[src/rtl/opmode_pkg.sv]
// Package: shared widths, bit positions and the mode encoding of the
// operating mode control register. Assumes an 8-bit CPU data path.
package opmode_pkg;
    localparam int REG_W     = 8;
    localparam int BIT_BOOT  = 7;
    localparam int BIT_SPEC  = 6;
    localparam int BIT_SEL   = 5;
    localparam int BIT_VIS   = 4;

    typedef enum logic [1:0] {
        MODE_SINGLE   = 2'b00,
        MODE_EXPANDED = 2'b01,
        MODE_BOOT     = 2'b10,
        MODE_TEST     = 2'b11
    } opmode_e;
endpackage

[src/rtl/opmode_mode_bits.sv]
// Module: holds the special-mode flag and the mode-select flag.
// While reset is low the flags track the strap pins; afterwards they are
// writable only while the special flag is set, which also makes the special
// flag impossible to set again once cleared.
// Assumes: wr_spec/wr_sel are the data bits at their register positions.
module opmode_mode_bits (
    input  logic clk,
    input  logic rst_n,
    input  logic pin_a,
    input  logic pin_b,
    input  logic wr_en,
    input  logic wr_spec,
    input  logic wr_sel,
    output logic spec_q,
    output logic sel_q
);
    // Purpose: capture the straps in reset, gated software update after.
    always_ff @(posedge clk) begin
        if (!rst_n) begin
            spec_q <= ~pin_b;
            sel_q  <= pin_a;
        end else if (wr_en && spec_q) begin
            spec_q <= wr_spec;
            sel_q  <= wr_sel;
        end
    end
endmodule

[src/rtl/opmode_cfg_bits.sv]
// Module: stores the boot ROM bit and the read visibility bit.
// The boot bit is writable only in special modes; its reset value marks the
// special bootstrap strap setting. The visibility bit is free in special
// modes and write-once in normal modes, tracked by a lock flag.
// Assumes: spec_q is the pre-write special flag from opmode_mode_bits.
module opmode_cfg_bits (
    input  logic clk,
    input  logic rst_n,
    input  logic pin_a,
    input  logic pin_b,
    input  logic spec_q,
    input  logic wr_en,
    input  logic wr_boot,
    input  logic wr_vis,
    output logic boot_q,
    output logic vis_q,
    output logic vis_lock_q
);
    logic vis_wr_ok;

    // Purpose: decide whether this write may touch the visibility bit.
    always_comb begin
        vis_wr_ok = wr_en && (spec_q || !vis_lock_q);
    end

    // Purpose: boot bit with strap-derived reset value, special-only writes.
    always_ff @(posedge clk) begin
        if (!rst_n) begin
            boot_q <= ~pin_b & ~pin_a;
        end else if (wr_en && spec_q) begin
            boot_q <= wr_boot;
        end
    end

    // Purpose: visibility bit and its normal-mode write-once lock.
    always_ff @(posedge clk) begin
        if (!rst_n) begin
            vis_q      <= 1'b0;
            vis_lock_q <= 1'b0;
        end else begin
            if (vis_wr_ok) begin
                vis_q <= wr_vis;
            end
            if (wr_en && !spec_q) begin
                vis_lock_q <= 1'b1;
            end
        end
    end
endmodule

[src/rtl/opmode_readback.sv]
// Module: assembles the read view of the register from the stored bits.
// Unassigned positions read zero; the whole bus is zero without a read.
// Assumes: bit positions from opmode_pkg are distinct and below REG_W.
module opmode_readback
    import opmode_pkg::*;
#(
    parameter int W = REG_W
) (
    input  logic         rd_en,
    input  logic         boot_q,
    input  logic         spec_q,
    input  logic         sel_q,
    input  logic         vis_q,
    output logic [W-1:0] rd_data
);
    for (genvar i = 0; i < W; i++) begin : g_bit
        if (i == BIT_BOOT) begin : g_boot
            assign rd_data[i] = rd_en & boot_q;
        end else if (i == BIT_SPEC) begin : g_spec
            assign rd_data[i] = rd_en & spec_q;
        end else if (i == BIT_SEL) begin : g_sel
            assign rd_data[i] = rd_en & sel_q;
        end else if (i == BIT_VIS) begin : g_vis
            assign rd_data[i] = rd_en & vis_q;
        end else begin : g_zero
            assign rd_data[i] = 1'b0;
        end
    end
endmodule

[src/rtl/opmode_ctrl.sv]
// Module: top of the operating mode control register. It ties together the
// mode flags, the configuration bits and the read view, and gates the two
// enables by the current mode.
// Assumes: one register, strobes sampled on the rising clock edge.
module opmode_ctrl
    import opmode_pkg::*;
(
    input  logic             clk,
    input  logic             rst_n,
    input  logic             mode_pin_b,
    input  logic             mode_pin_a,
    input  logic             wr_en,
    input  logic [REG_W-1:0] wr_data,
    input  logic             rd_en,
    output logic [REG_W-1:0] rd_data,
    output logic [1:0]       mode_out,
    output logic             boot_en,
    output logic             vis_en
);
    logic spec_q;
    logic sel_q;
    logic boot_q;
    logic vis_q;
    logic vis_lock_q;
    opmode_e mode_cur;

    opmode_mode_bits u_mode (
        .clk     (clk),
        .rst_n   (rst_n),
        .pin_a   (mode_pin_a),
        .pin_b   (mode_pin_b),
        .wr_en   (wr_en),
        .wr_spec (wr_data[BIT_SPEC]),
        .wr_sel  (wr_data[BIT_SEL]),
        .spec_q  (spec_q),
        .sel_q   (sel_q)
    );

    opmode_cfg_bits u_cfg (
        .clk        (clk),
        .rst_n      (rst_n),
        .pin_a      (mode_pin_a),
        .pin_b      (mode_pin_b),
        .spec_q     (spec_q),
        .wr_en      (wr_en),
        .wr_boot    (wr_data[BIT_BOOT]),
        .wr_vis     (wr_data[BIT_VIS]),
        .boot_q     (boot_q),
        .vis_q      (vis_q),
        .vis_lock_q (vis_lock_q)
    );

    opmode_readback #(.W(REG_W)) u_rd (
        .rd_en   (rd_en),
        .boot_q  (boot_q),
        .spec_q  (spec_q),
        .sel_q   (sel_q),
        .vis_q   (vis_q),
        .rd_data (rd_data)
    );

    // Purpose: decode the mode and gate the enables by it.
    always_comb begin
        mode_cur = opmode_e'({spec_q, sel_q});
        mode_out = mode_cur;
        boot_en  = boot_q & spec_q;
        vis_en   = vis_q & ((mode_cur == MODE_EXPANDED) || (mode_cur == MODE_TEST));
    end
endmodule

[config.mk]
export PLATFORM = sky130hd
export DESIGN_NAME = opmode_ctrl
export DESIGN_NICKNAME = d
export VERILOG_FILES = /design/src/rtl/opmode_pkg.sv /design/src/rtl/opmode_mode_bits.sv /design/src/rtl/opmode_cfg_bits.sv /design/src/rtl/opmode_readback.sv /design/src/rtl/opmode_ctrl.sv
export SDC_FILE = /design/constraint.sdc
export NUM_CORES = 1
export LEC_CHECK = 0
export ABC_AREA = 1
export BUFFER_PORTS_ARGS = -buffer_cell sky130_fd_sc_hd__buf_2
export CAP_MARGIN = 20
export CORE_AREA = 2 2 39 41
export CTS_CLUSTER_SIZE = 16
export DETAILED_ROUTE_END_ITERATION = 10
export DIE_AREA = 0 0 41 43
export PLACE_DENSITY = 0.62
export REMOVE_ABC_BUFFERS = 1
export SYNTH_ARGS = -nofsm -noshare
export SYNTH_HDL_FRONTEND = slang
export SYNTH_SLANG_ARGS = --single-unit
[constraint.sdc]
create_clock -name clk -period 1 [get_ports clk]
set_clock_uncertainty 0.2 [all_clocks]
set_input_delay 0.1 -clock clk [delete_from_list [all_inputs] [get_ports clk]]
set_output_delay 0.1 -clock clk [all_outputs]
set_load 0.02 [all_outputs]
Word level (Yosys, flattened, before mapping)
Index checks and enable logic that the tools add are counted.

Reductions and logical operators: 7. Muxes and demuxes: 6. Multiply operators: 0. Order comparisons: 0. Div/mod/pow operators: 0. Equality and inequality tests: 3. Shifts and indexed selects: 0. Bitwise gates (word level): 9. Add/subtract/negate cells: 0.

Operators by type and width (number): 1-bit bitwise AND (7); 1-bit 2-to-1 mux (6); 1-bit logical AND (3); 2-bit by 1-bit == test with 1-bit output (second input constant) (1); 2-bit == test (second input constant) (1); 1-bit logical NOT (2); 1-bit logical OR (2); 2-bit by 1-bit != test with 1-bit output (second input constant) (1); 1-bit inverter (2).

Input port bits: 14. Latch bits: 0. Bits in writable memories: 0. Memory bits (read-only): 0. Memories kept: 0. Bits in registers: 5. Output and inout port bits: 12.

Logic depth before layout (Yosys ltp)
Gate-level depths: netlist of the first run.

Depth in word-level cells: 3. Mapped depth: 5. Gate-level depth less buffers: 5.

Modules after synthesis
A second synthesis of the first run with hierarchy kept.

Cell total of the unflattened synthesis: 46. Area total of the unflattened synthesis: 334.1 µm².

By module, submodules not included: opmode_cfg_bits (times used 1, cells each 17, area each 148.9 µm²); opmode_mode_bits (times used 1, cells each 10, area each 91.3 µm²); opmode_readback (times used 1, cells each 13, area each 63.8 µm²); opmode_ctrl (times used 1, cells each 6, area each 30.0 µm²).

Least setup slack after synthesis of the first run
No wires, ideal clock.

Kind: register to register. From: reg u_mode.spec_q. To: reg u_cfg.boot_q (enable). Path slack: -0.028 ns. Clock period less this slack: 1.028 ns. Data required time: 0.498 ns. Cell stages (with the launch flop): 3. Path buffers: 0. Arrival: 0.526 ns. Path through: edfxtp_1 > nand2_1 > nand2_1.

Word-level cells in the longest chain between the ends: 2.

Ends and longest elaborated chain: start: declaration (RTL line opmode_mode_bits.sv:14) `output logic spec_q,`; start signal: assignment (RTL line opmode_mode_bits.sv:20) `spec_q <= ~pin_b;`; start signal: assignment (RTL line opmode_mode_bits.sv:23) `spec_q <= wr_spec;`; 1-bit logical AND (RTL line opmode_cfg_bits.sv:30) `end else if (wr_en && spec_q) begin`; 2-bit by 1-bit != test with 1-bit output (no line); end signal: assignment (RTL line opmode_cfg_bits.sv:29) `boot_q <= ~pin_b & ~pin_a;`; end signal: assignment (RTL line opmode_cfg_bits.sv:31) `boot_q <= wr_boot;`; end: declaration (RTL line opmode_cfg_bits.sv:15) `output logic boot_q,`.

No other way between the ends. A chain may end at the register's enable or synchronous reset.

Final worst setup path of the first run
From: reg u_mode.spec_q. To: out boot_en.

Word-level cells in the longest chain between the ends: 1.

Ends and longest elaborated chain: 1-bit bitwise AND (RTL line opmode_ctrl.sv:66) `boot_en = boot_q & spec_q;`; end: declaration (RTL line opmode_ctrl.sv:17) `output logic boot_en,`.

No other way between the ends.

==> results of run 1 <==
## metal layers
metal  wire (um)  track usage  vias to the layer above
met5           0            0                        -
met4           0      0.08000                        0
met3          64      0.03141                        0
met2         237       0.1188                       19
met1         238      0.07566                      117
li1            -            -                      162
## synthesized netlist by cell type, drive strengths merged
master and count:
nand2 16, inv 9, buf 6, edfxtp 3
a21oi 2, dfxtp 2, nor2 2, conb 1
nand3 1, o21ai 1, or2 1
## worst max path at each step
stage	endpoint	start	cells after the start
floorplan	u_cfg.boot_q	u_mode.spec_q	2
global route	boot_en	u_mode.spec_q	3
global placement	u_mode.spec_q	u_mode.spec_q	2
detailed placement	u_mode.spec_q	u_mode.spec_q	2
CTS	boot_en	u_mode.spec_q	3
finish	boot_en	u_mode.spec_q	3
## metrics by stage
stage	total power (uW)	worst slack (ns)	cell area [sq um]	TNS [ns]	std cells
3_3_place_gp	385.9	-0.09431	381.6	-0.3638	74
4_1_cts	668.1	-0.2313	480.5	-2.284	81
6_report	660.9	-0.2077	489.2	-1.921	81
5_1_grt	700.9	-0.2679	489.2	-2.536	81
3_5_place_dp	387.6	-0.09593	381.6	-0.3845	74
2_1_floorplan	336.2	-0.1669	276.5	-0.7050	41
## cells by family (layout without fill, tap and decap cells)
kind of cell    count (synthesis)  count (layout)
compound gates                  3               3
buf+inv                        15              33
flops                           5               5
other cells                     1               4
simple gates                   20              20
## state kept, by name, summed over array words and instances, names as in the netlist
name              cells
u_mode.spec_q         1
u_cfg.vis_q           1
u_cfg.boot_q          1
u_mode.sel_q          1
u_cfg.vis_lock_q      1
## power by group through the flow
stage,sequential [uW],combinational (uW),clock [uW]
global route,255,198,248
CTS,253,173,243
detailed placement,256,131,0
global placement,256,130,0
floorplan,263,73.0,0
finish,253,177,231
## cell type report
| cell class | count | area, sq um | area share |
|---|---|---|---|
| tap | 16 | 20.02 | 0.04092 |
| multi-input combinational | 27 | 121.4 | 0.2481 |
| timing repair buffer | 20 | 156.4 | 0.3197 |
| inverter | 9 | 33.78 | 0.06905 |
| sequential | 5 | 131.4 | 0.2685 |
| clock buffer | 4 | 26.28 | 0.05371 |
## worst reg2reg max path, stage by stage, from the launching register on
cell	delay (ns)
edfxtp_1	0.41
buf_4	0.16
inv_1	0.07
nand2_2	0.06
a21oi_2	0.10
nor2_1	0.05
## what timing repair did
action                     in CTS  in global routing
setup endpoints to repair      12                 14
cloned                          0                  0
buffers inserted                2                  0
pin swaps                       5                  1
gates resized for setup        16                  5
hold endpoints to repair        5                  5
==> reports/results.txt, run 1 <==
outcome: complete, but fails checks
violated checks: hold timing, setup timing
Core Area: 1384 sq um
Finished Core Util: 0.3535
IO Count: 26
detailed placement HPWL: 426.8 um
Clk Latency, worst-skew pair: 0.24 ns
CTS max path bufs: 2
period utilization: 1.208
die outline height: 43 um
Layout fillers: 150
Setup Crit Path Kind: reg2out
die area: 1763 sq um
Psw: 187.7 uW
first-pass GRT wire length: 883 um
Hold Path End: u_mode.spec_q
drt drc: 0
ranking of synthesized cells by area: edfxtp_1 29%, nand2_1 19%, buf_4 15%
grt ovf: 0
clock root buffer: clkbuf_4
initial antenna violation count: 0
post-synthesis cell type count: 11
commonest non-fill, non-tap cells in the layout: 14 x nand2_1, 10 x buf_2, 7 x inv_1, 7 x buf_6, 4 x conb_1
simple-gate portion of the synthesized area: 0.2540
worst hold slack: -0.06570 ns
CTS Buf Count: 3
RSZ-0062 raised after global routing: true
nature of the critical path startpoint: flip-flop
final net count: 80
switching portion of total power: 0.2840
Port Buffers: 17
TritonCTS Sinks: 5
Clock Pin Slew Worst Setup and Hold Paths: 0.04 ns
Worst path slowest cell: edfxtp_1
R2R setup slack: -0.16 ns
final antenna diode count: 0
First-pass DRT Iterations: 2
vias in the first global route: 253
CP Capture Type: primary output
clock power share: 0.349
GR Util All Layers: 0.07988
Logic pwr share: 0.268
Layout area overhead: 57.66%
synthesized-area fraction occupied by adder cells: 0
CP cell instances: nand2_1, inv_1, buf_6
Max IR drop VDD: 0.4666 mV
total of max-cap violations: 0
Via Count: 298
pwr dens: 1351 nW/um^2
Final Worst Setup Slack: -0.2077 ns
largest family of logic cells by synthesized area: simple AND/OR/NAND/NOR gates
initial core utilization: 0.2242
Synth top area share: 0.2903
sequential-to-total area share from yosys stat: 0.4194
Total Routed Length: 540 um
Tmin final: 1.208 ns
Fin. Hold Viols: 5
Worst Hold Class: in2reg
# hold bufs at CTS: 1
CTS tree: yes
Internal Power: 473.2 uW
YS warnings: 0
wire per inst: 6.667 um
critical path peak fanout: 4
critical path buffer and inverter count: 2
Yosys reg bits: 5
Critical R2R Capture: u_cfg.vis_q
die width: 41 um
register share of total power: 0.382
r2r startpoint: u_mode.spec_q
Synth area leader: edfxtp_1
R2R cell count: 5
setup violators final: 13
Critical Path RT: 0.70 ns
Hold Startpoint: wr_data[6]
Synth Area in XOR/XNOR: 0
leakage: 0.0002953 uW
proportion of synthesized area in mux cells: 0
Post-Syn Instances: 44
data arrival time of the critical path: 0.91 ns
maximum clock frequency: 828.0 MHz
commonest non-fill, non-tap cell in the layout: nand2_1
Compound-Gate Fraction of Synth Area: 0.06048
Hold Path Depth: 3
crit-path max cell delay: 0.41 ns
row cnt: 14
gpl congestion: 0.6744
share of cells above drive strength 1: 0.4462
First DRT Iteration DRCs: 5
post-synth design cell area: 310.3 sq um
H-tree Lvls: 1
Slew Viols, Final: 0
Crit path max-delay family: flip-flops
Via density: 3.679
largest net degree at the start of global routing: 7
post-route ant nets: 0
synthesized area per cell: 7.052 sq um
No activity file was read; power rests on OpenSTA's default activity.
==> run 2: changes to the inputs <==
- RECOVER_POWER: unset -> 50
==> reports/results.txt, run 2 (synthesis gave the netlist of run 1 again) <==
outcome: complete, but fails checks
violated checks: hold timing, setup timing
CTS Buf Count: 3 (unchanged)
TritonCTS Sinks: 5 (unchanged)
Port Buffers: 17 (unchanged)
grt ovf: 0 (unchanged)
H-tree Lvls: 1 (unchanged)
Crit path max-delay family: flip-flops
First-pass DRT Iterations: 2 (unchanged)
Via density: 3.679 (unchanged)
first-pass GRT wire length: 883 um (unchanged)
placed cell area: 381.6 sq um (unchanged)
Critical Path RT: 0.70 ns (about the same)
Worst Hold Class: in2reg
commonest non-fill, non-tap cell in the layout: nand2_1
Via Count: 298 (unchanged)
gpl congestion: 0.6744 (unchanged)
dpl ws: -0.09593 ns (unchanged)
die outline height: 43 um (unchanged)
commonest non-fill, non-tap cells in the layout: 14 x nand2_1, 10 x buf_2, 7 x inv_1, 7 x buf_6, 4 x conb_1
Worst path slowest cell: edfxtp_1
critical path peak fanout: 4 (unchanged)
GR Util All Layers: 0.07988 (unchanged)
Slew Viols, Final: 0 (unchanged)
Total Routed Length: 540 um (unchanged)
IO Count: 26 (unchanged)
setup violators final: 13 (unchanged)
Setup Crit Path Kind: reg2out
Core Area: 1384 sq um (unchanged)
final antenna diode count: 0 (unchanged)
largest net degree at the start of global routing: 7 (unchanged)
clock root buffer: clkbuf_4
CP cell instances: nand2_1, inv_1, buf_6
total of max-cap violations: 0 (unchanged)
period utilization: 1.208 (unchanged)
CTS max path bufs: 2 (unchanged)
vias in the first global route: 253 (unchanged)
Fin. Hold Viols: 5 (unchanged)
worst hold slack: -0.06498 ns (+0.0007215 ns)
die area: 1763 sq um (unchanged)
drt drc: 0 (unchanged)
Layout area overhead: 57.66% (unchanged)
RSZ-0062 raised after global routing: true
data arrival time of the critical path: 0.91 ns (about the same)
CP Capture Type: primary output
pwr dens: 1351 nW/um^2 (about the same)
post-route ant nets: 0 (unchanged)
Clk Latency, worst-skew pair: 0.24 ns (about the same)
Final Worst Setup Slack: -0.2077 ns (unchanged)
Clock Pin Slew Worst Setup and Hold Paths: 0.04 ns (about the same)
First DRT Iteration DRCs: 5 (unchanged)
initial core utilization: 0.2242 (unchanged)
detailed placement HPWL: 426.8 um (unchanged)
wire per inst: 6.667 um (unchanged)
leakage: 0.0002947 uW (-0.20%)
Tmin final: 1.208 ns (unchanged)
die width: 41 um (unchanged)
CTS tree: yes
initial antenna violation count: 0 (unchanged)
# hold bufs at CTS: 1 (unchanged)
nature of the critical path startpoint: flip-flop
share of cells above drive strength 1: 0.4462 (unchanged)
maximum clock frequency: 828.0 MHz (unchanged)
final net count: 80 (unchanged)
Finished Core Util: 0.3535 (unchanged)
Layout fillers: 150 (unchanged)
row cnt: 14 (unchanged)
Max IR drop VDD: 0.4666 mV (about the same)
Final Cell Area: 489.2 sq um (unchanged)
critical path buffer and inverter count: 2 (unchanged)
crit-path max cell delay: 0.41 ns (about the same)
run 2: cell counts in the layout (fill, tap and decap cells not counted):
Identical to the previous run, type by type.
run 2: worst paths after layout:
kind	start	endpoint	slack, ns	depth (start not counted)
max	u_mode.spec_q	boot_en	-0.21	3
min	wr_data[6]	u_mode.spec_q	-0.06	3
max reg2reg	u_mode.spec_q	u_cfg.vis_q	-0.16	5
min reg2reg	u_cfg.vis_lock_q	u_cfg.vis_lock_q	0.28	2
run 2: where the power goes:
| group | switching, uW | internal [uW] |
|---|---|---|
| clock network | 80.1 | 151 |
| logic | 95.8 | 81.4 |
| registers | 11.8 | 241 |
| total | 188 | 473 |
run 2: worst min-delay path: cells and delay by family:
| family | cells | cell delay [ns] |
|---|---|---|
| simple gates | 2 | 0.09 |
| buf+inv | 1 | 0.07 |
run 2: final cells by class:
class	count	area, sq um	share of cell area
flip-flops and latches	5	131.4	0.2685
well taps	16	20.02	0.04092
repair buffers	20	156.4	0.3197
multi-input cells	27	121.4	0.2481
inverters	9	33.78	0.06905
clock buffers	4	26.28	0.05371
run 2: through the flow:
step | cells | TNS, ns | power, uW
floorplan | 41 | -0.7050 | 336.2
global placement | 74 | -0.3638 | 385.9
detailed placement | 74 | -0.3845 | 387.6
CTS | 81 | -2.284 | 668.1
global route | 81 | -2.537 | 700.7
finish | 81 | -1.921 | 660.7
run 2: what timing repair did:
action	CTS	global route
buffers inserted	2	0
setup endpoints to repair	12	14
hold endpoints to repair	5	5
pin swaps	5	1
resized for setup	16	5
run 2: metal layers:
metal	wire length, um	GRT usage	vias to the layer above
met3	64	0.03141	0
met4	0	0.08000	0
met1	238	0.07566	117
li1	-	-	162
met5	0	0	-
met2	237	0.1188	19
